## config.mk

```make
export PLATFORM = sky130hd
export DESIGN_NAME = sram_seq_ctrl
export DESIGN_NICKNAME = d
export VERILOG_FILES = /design/src/rtl/sram_ctrl_pkg.sv /design/src/rtl/sram_phase_timer.sv /design/src/rtl/sram_seq_fsm.sv /design/src/rtl/sram_pin_drive.sv /design/src/rtl/sram_seq_ctrl.sv
export SDC_FILE = /design/constraint.sdc
export NUM_CORES = 1
export LEC_CHECK = 0
export BUFFER_PORTS_ARGS = -buffer_cell sky130_fd_sc_hd__buf_4
export CORE_ASPECT_RATIO = 0.5
export CORE_MARGIN = 2
export CORE_UTILIZATION = 43
export CTS_CLUSTER_DIAMETER = 200
export CTS_CLUSTER_SIZE = 40
export DETAILED_ROUTE_END_ITERATION = 10
export PLACE_DENSITY = 0.81
export SLEW_MARGIN = 15
export SYNTH_ARGS = -nofsm -noshare
export SYNTH_HDL_FRONTEND = slang
export SYNTH_HIERARCHICAL = 1
export SYNTH_SLANG_ARGS = --single-unit
```

## constraint.sdc

```tcl
create_clock -name clk -period 1.9 [get_ports clk]
set_clock_uncertainty 0.05 [all_clocks]
set_input_delay 0.19 -clock clk [delete_from_list [all_inputs] [get_ports clk]]
set_output_delay 0.19 -clock clk [all_outputs]
set_load 0.005 [all_outputs]
```

## src/rtl/sram_ctrl_pkg.sv

```systemverilog
// Shared types and timing helpers for the static RAM sequencer.
// Assumes all timing inputs are non-negative nanosecond counts.
package sram_ctrl_pkg;

    typedef enum logic [2:0] {
        ST_BOOT,
        ST_IDLE,
        ST_SETUP,
        ST_WPULSE,
        ST_WEND,
        ST_RACCESS,
        ST_RECOVER
    } seq_state_t;

    // Round a nanosecond limit up to whole clock cycles.
    function automatic int ns_to_cyc(input int ns, input int clk_ns);
        if (ns <= 0) return 0;
        return (ns + clk_ns - 1) / clk_ns;
    endfunction

    function automatic int max_int(input int a, input int b);
        return (a > b) ? a : b;
    endfunction

endpackage

```

## src/rtl/sram_phase_timer.sv

```systemverilog
// Down-counter that times one strobe phase.
// Loading N-1 makes 'expired' rise in the N-th cycle after the load edge.
// Assumes load values fit in CNT_W bits.
module sram_phase_timer #(
    parameter int CNT_W = 3
) (
    input  logic             clk,
    input  logic             rst_n,
    input  logic             load,
    input  logic [CNT_W-1:0] load_val,
    output logic             expired
);
    logic [CNT_W-1:0] cnt_q;

    // Load a new phase length, or count down toward zero.
    always_ff @(posedge clk) begin
        if (!rst_n)
            cnt_q <= '0;
        else if (load)
            cnt_q <= load_val;
        else if (cnt_q != '0)
            cnt_q <= cnt_q - 1'b1;
    end

    // The phase ends once the count reaches zero.
    always_comb expired = (cnt_q == '0);

endmodule

```

## src/rtl/sram_seq_fsm.sv

```systemverilog
// Sequencer for the operation phases: setup, strobe, hold or recovery, idle.
// Assumes the phase timer is loaded on the edge that enters a timed state.
// The read-or-write choice is held in a register from acceptance onward.
module sram_seq_fsm
    import sram_ctrl_pkg::*;
#(
    parameter int CNT_W   = 3,
    parameter int WR_LEN  = 5,
    parameter int RD_LEN  = 6,
    parameter int REL_LEN = 2
) (
    input  logic             clk,
    input  logic             rst_n,
    input  logic             req_valid,
    input  logic             req_write,
    input  logic             tmr_expired,
    output logic             req_ready,
    output logic             accept,
    output logic             capture,
    output logic             tmr_load,
    output logic [CNT_W-1:0] tmr_val,
    output seq_state_t       state_nxt
);
    localparam logic [CNT_W-1:0] WR_LOAD  = CNT_W'(WR_LEN - 1);
    localparam logic [CNT_W-1:0] RD_LOAD  = CNT_W'(RD_LEN - 1);
    localparam logic [CNT_W-1:0] REL_LOAD = CNT_W'(REL_LEN - 1);

    seq_state_t state_q;
    logic       is_write_q;

    // State register; reset parks in BOOT so ready stays low one extra cycle.
    always_ff @(posedge clk) begin
        if (!rst_n)
            state_q <= ST_BOOT;
        else
            state_q <= state_nxt;
    end

    // Remember the operation type of the accepted request.
    always_ff @(posedge clk) begin
        if (!rst_n)
            is_write_q <= 1'b0;
        else if (accept)
            is_write_q <= req_write;
    end

    // Next-state and phase-timer control.
    always_comb begin
        state_nxt = state_q;
        accept    = 1'b0;
        capture   = 1'b0;
        tmr_load  = 1'b0;
        tmr_val   = '0;
        unique case (state_q)
            ST_BOOT: state_nxt = ST_IDLE;
            ST_IDLE: begin
                if (req_valid) begin
                    accept    = 1'b1;
                    state_nxt = ST_SETUP;
                end
            end
            ST_SETUP: begin
                tmr_load = 1'b1;
                if (is_write_q) begin
                    tmr_val   = WR_LOAD;
                    state_nxt = ST_WPULSE;
                end else begin
                    tmr_val   = RD_LOAD;
                    state_nxt = ST_RACCESS;
                end
            end
            ST_WPULSE: begin
                if (tmr_expired) state_nxt = ST_WEND;
            end
            ST_WEND: state_nxt = ST_IDLE;
            ST_RACCESS: begin
                if (tmr_expired) begin
                    capture   = 1'b1;
                    tmr_load  = 1'b1;
                    tmr_val   = REL_LOAD;
                    state_nxt = ST_RECOVER;
                end
            end
            ST_RECOVER: begin
                if (tmr_expired) state_nxt = ST_IDLE;
            end
            default: state_nxt = ST_BOOT;
        endcase
    end

    // The host may present a request only in the idle state.
    always_comb req_ready = (state_q == ST_IDLE);

endmodule

```

## src/rtl/sram_pin_drive.sv

```systemverilog
// Registered memory-side pins and host read-return registers.
// The strobes and drive enable are decoded from the next state and then
// registered, so they change only on clock edges and do not glitch.
// Assumes 'accept' and 'capture' come from the sequencer in the same cycle.
module sram_pin_drive
    import sram_ctrl_pkg::*;
#(
    parameter int ADDR_W = 19,
    parameter int DATA_W = 8
) (
    input  logic              clk,
    input  logic              rst_n,
    input  seq_state_t        state_nxt,
    input  logic              accept,
    input  logic              capture,
    input  logic [ADDR_W-1:0] req_addr,
    input  logic [DATA_W-1:0] req_wdata,
    input  logic [DATA_W-1:0] mem_dq_in,
    output logic [ADDR_W-1:0] mem_addr,
    output logic              mem_ce_n,
    output logic              mem_we_n,
    output logic              mem_oe_n,
    output logic [DATA_W-1:0] mem_dq_out,
    output logic              mem_dq_oe,
    output logic [DATA_W-1:0] rd_data,
    output logic              rd_valid
);
    logic strobe_sel;
    logic write_sel;
    logic read_sel;
    logic drive_sel;

    // Decode the pin levels for the state about to be entered.
    always_comb begin
        write_sel  = (state_nxt == ST_WPULSE);
        read_sel   = (state_nxt == ST_RACCESS);
        strobe_sel = write_sel || read_sel;
        drive_sel  = write_sel || (state_nxt == ST_WEND);
    end

    // Strobes and bus drive: all inactive under reset.
    always_ff @(posedge clk) begin
        if (!rst_n) begin
            mem_ce_n  <= 1'b1;
            mem_we_n  <= 1'b1;
            mem_oe_n  <= 1'b1;
            mem_dq_oe <= 1'b0;
        end else begin
            mem_ce_n  <= !strobe_sel;
            mem_we_n  <= !write_sel;
            mem_oe_n  <= !read_sel;
            mem_dq_oe <= drive_sel;
        end
    end

    // Address and write byte are registered once, at acceptance.
    always_ff @(posedge clk) begin
        if (!rst_n) begin
            mem_addr   <= '0;
            mem_dq_out <= '0;
        end else if (accept) begin
            mem_addr   <= req_addr;
            mem_dq_out <= req_wdata;
        end
    end

    // Sample the bus at the end of the access window and flag it for one cycle.
    always_ff @(posedge clk) begin
        if (!rst_n) begin
            rd_data  <= '0;
            rd_valid <= 1'b0;
        end else begin
            rd_valid <= capture;
            if (capture) rd_data <= mem_dq_in;
        end
    end

endmodule

```

## src/rtl/sram_seq_ctrl.sv

```systemverilog
// Top level of the static RAM sequencer.
// Converts valid/ready single-beat requests into timed strobe sequences.
// Phase lengths come from nanosecond limits rounded up to CLK_NS periods.
// Assumes one request at a time and a memory whose outputs are released
// within T_BUS_REL_NS after output enable rises.
module sram_seq_ctrl
    import sram_ctrl_pkg::*;
#(
    parameter int ADDR_W       = 19,
    parameter int DATA_W       = 8,
    parameter int CLK_NS       = 10,
    parameter int T_CYC_NS     = 55,
    parameter int T_WP_NS      = 50,
    parameter int T_DS_NS      = 30,
    parameter int T_AA_NS      = 55,
    parameter int T_OE_NS      = 30,
    parameter int T_BUS_REL_NS = 20
) (
    input  logic              clk,
    input  logic              rst_n,
    input  logic              req_valid,
    output logic              req_ready,
    input  logic              req_write,
    input  logic [ADDR_W-1:0] req_addr,
    input  logic [DATA_W-1:0] req_wdata,
    output logic              rd_valid,
    output logic [DATA_W-1:0] rd_data,
    output logic [ADDR_W-1:0] mem_addr,
    output logic              mem_ce_n,
    output logic              mem_we_n,
    output logic              mem_oe_n,
    output logic [DATA_W-1:0] mem_dq_out,
    output logic              mem_dq_oe,
    input  logic [DATA_W-1:0] mem_dq_in
);
    // Setup and end-of-write cycles are fixed at one each, so the strobe
    // phase only has to cover the cycle time minus those two.
    localparam int CYC_BODY = ns_to_cyc(T_CYC_NS, CLK_NS) - 2;
    localparam int WR_LEN   = max_int(1, max_int(ns_to_cyc(T_WP_NS, CLK_NS),
                                      max_int(ns_to_cyc(T_DS_NS, CLK_NS), CYC_BODY)));
    localparam int RD_LEN   = max_int(1, max_int(ns_to_cyc(T_AA_NS, CLK_NS),
                                      max_int(ns_to_cyc(T_OE_NS, CLK_NS), CYC_BODY)));
    localparam int REL_LEN  = max_int(1, ns_to_cyc(T_BUS_REL_NS, CLK_NS));
    localparam int LEN_MAX  = max_int(WR_LEN, max_int(RD_LEN, REL_LEN));
    localparam int CNT_W    = max_int(1, $clog2(LEN_MAX + 1));

    seq_state_t       state_nxt;
    logic             accept;
    logic             capture;
    logic             tmr_load;
    logic [CNT_W-1:0] tmr_val;
    logic             tmr_expired;

    sram_seq_fsm #(
        .CNT_W  (CNT_W),
        .WR_LEN (WR_LEN),
        .RD_LEN (RD_LEN),
        .REL_LEN(REL_LEN)
    ) u_fsm (
        .clk        (clk),
        .rst_n      (rst_n),
        .req_valid  (req_valid),
        .req_write  (req_write),
        .tmr_expired(tmr_expired),
        .req_ready  (req_ready),
        .accept     (accept),
        .capture    (capture),
        .tmr_load   (tmr_load),
        .tmr_val    (tmr_val),
        .state_nxt  (state_nxt)
    );

    sram_phase_timer #(
        .CNT_W(CNT_W)
    ) u_timer (
        .clk     (clk),
        .rst_n   (rst_n),
        .load    (tmr_load),
        .load_val(tmr_val),
        .expired (tmr_expired)
    );

    sram_pin_drive #(
        .ADDR_W(ADDR_W),
        .DATA_W(DATA_W)
    ) u_pins (
        .clk       (clk),
        .rst_n     (rst_n),
        .state_nxt (state_nxt),
        .accept    (accept),
        .capture   (capture),
        .req_addr  (req_addr),
        .req_wdata (req_wdata),
        .mem_dq_in (mem_dq_in),
        .mem_addr  (mem_addr),
        .mem_ce_n  (mem_ce_n),
        .mem_we_n  (mem_we_n),
        .mem_oe_n  (mem_oe_n),
        .mem_dq_out(mem_dq_out),
        .mem_dq_oe (mem_dq_oe),
        .rd_data   (rd_data),
        .rd_valid  (rd_valid)
    );

endmodule

```

==> results.py, run 1 <==
metrics = {
    "status": {
        "status": "complete, no violations",
    },
    "yosys": {
        "synth.largest_area_cell": "dfxtp_1",
        "synth_edf_count": 0,
        "synth_ff_type": "dfxtp_1",
        "synth_area_leaders": "dfxtp_1 (46%), mux2i_1 (19%), nor2b_1 (13%)",
        "yosysSeqAreaShare_pct": 46.4,
        "syn_nets": 223,
        "yosysTopAreaCellShare_pct": 46.4,
        "syn_avg_cell_area_um2": 11.1,
        "syn_inst": 182,
        "synth_cell_types": 38,
        "synth-seq-cells": 47,
        "async_reset_ff_share_pct": 0,
        "yosysWarnings": 6,
        "syn-cell-area_mm2": 0.00203,
    },
    "grt": {
        "antenna_found_initial": 0,
        "track_usage_pct": 16.6,
        "gr-total-overflow": 0,
        "grt_start_max_net_pins": 48,
        "grt_pass1_vias": 1485,
        "grt_pass1_wl_um": 6730,
    },
    "timing": {
        "setup_viol": 0,
        "period_needed_ns": 1.81,
        "setup_tns_ns": 0,
        "period_share_pct": 95.3,
        "slew_headroom_pct": 59.9,
        "whs_ns": 0.101,
        "tightest_slew_ns": 0.601,
        "final-hold-violation-count": 0,
        "slew_violations": 0,
        "setup_slack_ns": 0.0890,
        "clock.fmax_mhz": 552,
    },
    "job": {
        "cap_violations": 0,
    },
    "layout": {
        "diodes": 0,
        "n_fill_cell": 381,
        "synthToLayoutAreaGrowth_pct": 38.2,
        "fin_nets": 303,
        "drive_gt1_share_pct": 39.9,
        "fin_cells": 320,
        "fin_area_mm2": 0.00280,
    },
    "clock_tree": {
        "cts_setup_buffers": 0,
        "path_clk_slew_ns": 0.09,
        "postCtsHoldBufs": 0,
        "clock-root-buffer": "clkbuf_8",
        "clock_latency_ns": 0.29,
        "clock_sinks": 47,
        "cts_tree": "built",
        "cts.htree.levels": 2,
        "cts_buffers": 5,
        "cts_buffer_depth": 2,
    },
    "worst_setup_path": {
        "crit_path_end_kind": "flip-flop",
        "cp_slowest_cell": "mux2_4",
        "worstSetupStartpointType": "flip-flop",
        "crit_required_ns": 2.01,
        "critPathKind": "flip-flop to flip-flop",
        "cp_max_fo": 7,
        "cp.arrival_ns": 1.92,
        "slowest_delay_ns": 0.33,
        "crit_chain": "inv_1, ha_4, nand2b_1, inv_2, mux2_4, a211oi_4, buf_4, nand4b_1",
    },
    "routing": {
        "drc": 0,
        "num_vias": 1544,
        "dr.pass1.iters": 4,
        "routed_wl_um": 4420,
        "ant_nets": 0,
        "wl_per_cell_um": 13.8,
        "dr.first_iter.drc_count": 25,
        "vias_per_cell": 4.83,
    },
    "hold_path": {
        "hold_path.class": "input port to flip-flop",
    },
    "place": {
        "post_dp_cell_area_mm2": 0.00265,
        "dp_slack_ns": -0.136,
        "io_buffers": 79,
        "dpl.cell_count": 312,
        "post-dp-hpwl_um": 3140,
        "gp_congestion": 0.817,
    },
    "floorplan": {
        "dieArea_mm2": 0.00531,
        "core_area_mm2": 0.00447,
        "start_util_pct": 45.4,
        "pin_count": 80,
        "die_w_um": 101,
        "fp.dieH_um": 52.5,
        "rows": 17,
    },
    "power": {
        "p_leak_uw": 0.00118,
        "ir_drop_mv": 0.383,
        "pwr_density_cell_mw_per_mm2": 904,
    },
}
==> flip-flops by register name, indices dropped and copies added (netlist names) <==
| signal | flops |
|---|---|
| u_pins/mem_addr | 19 |
| u_pins/mem_dq_out | 8 |
| u_pins/rd_data | 8 |
| u_fsm/state_q | 3 |
| u_timer/cnt_q | 3 |
| u_fsm/is_write_q | 1 |
| u_pins/mem_ce_n | 1 |
| u_pins/mem_dq_oe | 1 |
| u_pins/mem_oe_n | 1 |
| u_pins/mem_we_n | 1 |
| u_pins/rd_valid | 1 |
==> logic make-up after synthesis <==
family / count (synthesis) / share of synthesized area [%]
compound gates: 12 / 5.31
xor+xnor: 1 / 0.432
fa+ha+maj: 2 / 1.24
buf+inv: 16 / 5.87
flops: 47 / 46.4
mux: 39 / 19.5
other cells: 1 / 0.185
simple gates: 64 / 21.0
==> placed cells by master, fill, tap and decap left out, drive strengths merged <==
| cell | instances |
|---|---|
| nand2 | 2 |
| and3 | 1 |
| o311a | 1 |
| o2bb2ai | 1 |
| and2 | 3 |
| a221o | 1 |
| o31a | 1 |
| conb | 1 |
| a2111oi | 2 |
| buf | 84 |
| xor2 | 1 |
| nand2b | 2 |
| nand4bb | 1 |
| nor4b | 2 |
| and4bb | 1 |
| a211oi | 1 |
| clkbuf | 7 |
| inv | 5 |
| mux2i | 38 |
| and4b | 1 |
| mux2 | 1 |
| o2111a | 1 |
| a31o | 1 |
| o31ai | 1 |
| or2b | 1 |
| and2b | 1 |
| nor3b | 1 |
| nand4b | 2 |
| nor2 | 1 |
| nand3 | 2 |
| ha | 2 |
| o21ai | 2 |
| nor2b | 43 |
| clkinvlp | 1 |
| dfxtp | 47 |
==> area by class of cell <==
| type | instances | area, µm² | area share [%] |
|---|---|---|---|
| flip-flops and latches | 47 | 941 | 33.6 |
| clock buffers | 7 | 96.3 | 3.44 |
| multi-input cells | 119 | 1010 | 36.0 |
| well taps | 57 | 71.3 | 2.55 |
| repair buffers | 84 | 656 | 23.4 |
| clock inverters | 1 | 7.51 | 0.268 |
| inverters | 5 | 18.8 | 0.671 |
==> power by group <==
group / switching, µW / internal (µW) / total [µW]
logic: 313 / 411 / 724
clock network: 324 / 331 / 655
registers: 73.4 / 1080 / 1150
total: 711 / 1820 / 2530
==> metrics by stage <==
step           util (%)  power [µW]
3_3_place_gp       59.4        1800
2_1_floorplan         -        1630
6_report           62.7        2530
5_1_grt            62.7        2670
3_5_place_dp       59.4        1840
4_1_cts            61.8        2510
==> worst max-delay path, delay by kind of cell, from the launching register on <==
| family | cells | cell delay [ns] |
|---|---|---|
| DFF | 1 | 0.32 |
| muxes | 1 | 0.33 |
| adders and majority gates | 1 | 0.16 |
| AOI/OAI and AO/OA | 1 | 0.25 |
| and+or+nand+nor | 2 | 0.17 |
| buffers and inverters | 3 | 0.40 |
==> cells in the mapped netlist (2+ instances only) <==
cell type / number
dfxtp_1: 47
nor2b_1: 41
mux2i_1: 38
inv_1: 5
and2_1: 3
buf_2: 3
a2111oi_1: 2
buf_12: 2
buf_4: 2
buf_6: 2
clkbuf_1: 2
ha_1: 2
nand2_1: 2
nand2b_1: 2
nand3_1: 2
nand4b_1: 2
nor2b_2: 2
nor4b_1: 2
o21ai_0: 2
==> routing by layer <==
metal	share of wire [%]	vias to the layer above	GRT usage [%]	wire (µm)
met5	0	-	0	0
met4	0.66	0	4.73	29
met3	3.0	2	4.53	131
met1	41	733	17.7	1800
li1	-	785	-	-
met2	56	24	32.7	2460
==> final timing paths <==
kind                                             to  cells past startpoint                       startpoint  slack, ns
setup / recovery         u_pins/mem_oe_n$_SDFF_PN1_                      8    u_timer/cnt_q[1]$_SDFFE_PN0P_       0.09
hold / removal    u_pins/mem_dq_out[1]$_SDFFE_PN0P_                      3                     req_wdata[1]       0.10
hold reg to reg     u_pins/mem_addr[8]$_SDFFE_PN0P_                      2  u_pins/mem_addr[8]$_SDFFE_PN0P_       0.47
setup reg to reg         u_pins/mem_oe_n$_SDFF_PN1_                      8    u_timer/cnt_q[1]$_SDFFE_PN0P_       0.09
==> what timing repair did <==
item / 4_1_cts / 5_1_grt
resized for setup: 3 / 7
endpoints found under the setup margin: 4 / 14
pin swaps: 0 / 1
(Power assumes the default switching activity.)
==> run 2, diff against run 1 <==
- SYNTH_HIERARCHICAL: 1 -> default
==> results.py, run 2 <==
metrics = {
    "layout": {
        "layout_commonest_cell": "buf_4",
        "largest-register": "u_pins.mem_addr",
        "synthToLayoutAreaGrowth_pct": 32.7,
        "fin_cells": 350,
        "fin_nets": 334,
        "diodes": 0,
        "final_cell_mix": "buf_4 (82), nand2_1 (76), dfxtp_1 (47)",
        "n_fill_cell": 392,
        "drive_gt1_share_pct": 39.9,
        "fin_area_mm2": 0.00267,
        "largest_reg_flops": 19,
        "utilization_pct": 60.1,
        "top_regs": "u_pins.mem_addr: 19 flops, u_pins.mem_dq_out: 8 flops, u_pins.rd_data: 8 flops",
    },
    "grt": {
        "grt_start_max_net_pins": 48,
        "gr-total-overflow": 0,
        "antenna_found_initial": 0,
        "grt_pass1_vias": 1620,
        "track_usage_pct": 17.0,
        "grt_pass1_wl_um": 6950,
    },
    "yosys": {
        "synth_area_leaders": "dfxtp_1 (47%), nand2_1 (14%), a21boi_2 (11%)",
        "synth.largest_area_cell": "dfxtp_1",
        "yosysMostFrequentCell": "nand2_1",
        "synth_common_cells": "nand2_1 (76), dfxtp_1 (47), a21boi_2 (20), a21boi_0 (16)",
        "synth_cell_types": 33,
        "yosysWarnings": 0,
        "synth_edf_count": 0,
        "yosysTopAreaCellShare_pct": 46.7,
        "async_reset_ff_share_pct": 0,
        "syn_avg_cell_area_um2": 9.25,
        "synth_ff_type": "dfxtp_1",
        "syn_inst": 218,
        "syn-cell-area_mm2": 0.00202,
        "synth-seq-cells": 47,
        "syn_nets": 259,
        "yosysSeqAreaShare_pct": 46.7,
    },
    "routing": {
        "num_vias": 1695,
        "ant_nets": 0,
        "routed_wl_um": 4340,
        "wl_met3_um": 205,
        "dr.pass1.iters": 4,
        "drc": 0,
        "dr_wl_met2_um": 2220,
        "wl_per_cell_um": 12.4,
        "wl_met1_um": 1840,
        "vias_per_cell": 4.84,
        "dr.first_iter.drc_count": 41,
        "top_layer_used": "met4",
    },
    "timing": {
        "setup_tns_ns": 0,
        "rsz0062_at_grt": "false",
        "tightest_slew_ns": 0.531,
        "whs_ns": 0.0957,
        "setup_viol": 0,
        "slew_headroom_pct": 64.5,
        "final-hold-violation-count": 0,
        "slew_violations": 0,
        "period_share_pct": 90.5,
        "period_needed_ns": 1.72,
        "clock.fmax_mhz": 581,
    },
    "power": {
        "pwr_density_cell_mw_per_mm2": 882,
        "ir_drop_mv": 0.447,
        "p_leak_uw": 0.00112,
    },
    "worst_setup_path": {
        "cp_slowest_cell": "dfxtp_1",
        "cp_max_fo": 11,
        "critPathKind": "flip-flop to flip-flop",
        "worstSetupStartpointType": "flip-flop",
        "crit_chain": "inv_1, ha_1, nor2b_2, buf_4, and3_4, nand2_1, a21boi_0",
        "cp.arrival_ns": 1.87,
        "crit_required_ns": 2.05,
        "slowest_delay_ns": 0.31,
        "crit_path_end_kind": "flip-flop",
    },
    "clock_tree": {
        "cts_tree": "built",
        "clock-root-buffer": "clkbuf_8",
        "clock_latency_ns": 0.29,
        "cts_buffer_depth": 2,
        "cts.htree.levels": 2,
        "clock_sinks": 47,
        "cts_setup_buffers": 0,
        "path_clk_slew_ns": 0.08,
        "cts_buffers": 5,
    },
    "place": {
        "post-dp-hpwl_um": 3220,
        "gp_congestion": 0.784,
        "io_buffers": 79,
        "dpl.cell_count": 343,
        "post_dp_cell_area_mm2": 0.00258,
    },
    "floorplan": {
        "dieArea_mm2": 0.00528,
        "rows": 17,
        "core_area_mm2": 0.00445,
        "fp.dieH_um": 52.4,
        "die_w_um": 101,
        "pin_count": 80,
        "start_util_pct": 45.3,
    },
    "job": {
        "cap_violations": 0,
    },
    "hold_path": {
        "hold_path.class": "input port to flip-flop",
    },
    "status": {
        "status": "complete, no violations",
    },
}
==> run 2: cell types whose count changed after synthesis, moves of 3 or more <==
cell	change
a21oi_1	+4
a21boi_0	+16
nand2_1	+74
a21boi_2	+20
nor2b_1	-38
inv_1	-3
clkbuf_1	+3
mux2i_1	-37
nor2_1	+4
==> run 2: what timing repair did <==
item	4_1_cts	5_1_grt
resized for setup	0	1
hold buffers	0	0
hold endpoints to repair	0	0
setup endpoints to repair	0	1
==> run 2: logic make-up (layout without fill, tap and decap cells) <==
| group | Yosys count | in the layout | share of synthesized area, % |
|---|---|---|---|
| xor+xnor | 1 | 1 | 0.435 |
| compound gates | 47 | 47 | 20.9 |
| fa+ha+maj | 2 | 2 | 1.24 |
| simple gates | 103 | 103 | 23.5 |
| buf+inv | 16 | 91 | 6.27 |
| mux | 2 | 2 | 1.06 |
| flops | 47 | 47 | 46.7 |
==> run 2: area by class of cell <==
cell class	instances	area [µm²]	share of cell area (%)
timing repair buffer	82	616	23.0
sequential	47	941	35.2
inverter	2	7.51	0.281
tap	57	71.3	2.67
multi-input combinational	155	951	35.6
clock buffer	6	82.6	3.09
clock inverter	1	5.00	0.187
==> run 2: metrics by stage <==
stage          total power [µW]  setup slack [ns]
2_1_floorplan              1580             0.431
3_3_place_gp               1750             0.291
3_5_place_dp               1780            0.0745
4_1_cts                    2380            0.0648
5_1_grt                    2500            0.0208
6_report                   2360             0.180
==> run 2: worst paths after layout <==
check                                                 startpoint                                to  depth (start not counted)  slack (ns)
worst min-delay path                                 req_addr[7]   u_pins.mem_addr[7]$_SDFFE_PN0P_                          3         0.1
worst max-delay path               u_timer.cnt_q[0]$_SDFFE_PN0P_    u_pins.rd_data[5]$_SDFFE_PN0P_                          7        0.18
worst max register to register     u_timer.cnt_q[0]$_SDFFE_PN0P_    u_pins.rd_data[5]$_SDFFE_PN0P_                          7        0.18
worst min register to register  u_pins.mem_addr[10]$_SDFFE_PN0P_  u_pins.mem_addr[10]$_SDFFE_PN0P_                          2        0.42
==> run 2: critical path: cells and delay by family, from the launching register on <==
family | cells | cell delay [ns]
and+or+nand+nor | 3 | 0.58
DFF | 1 | 0.31
buffers and inverters | 2 | 0.27
adders and majority gates | 1 | 0.21
AOI/OAI and AO/OA | 1 | 0.21
==> run 2: metal layers <==
metal / vias to the layer above / GRT usage [%]
met4: 0 / 7.08
met5: - / 0
met1: 782 / 18.1
met2: 43 / 32.8
li1: 863 / -
met3: 7 / 4.00
==> run 2: where the power goes <==
group | internal (µW) | switching [µW] | leakage (µW)
Combinational | 327 | 309 | 0.000691
Clock | 286 | 310 | 0.0000470
Sequential | 1070 | 56.9 | 0.000383
Total | 1680 | 676 | 0.00112
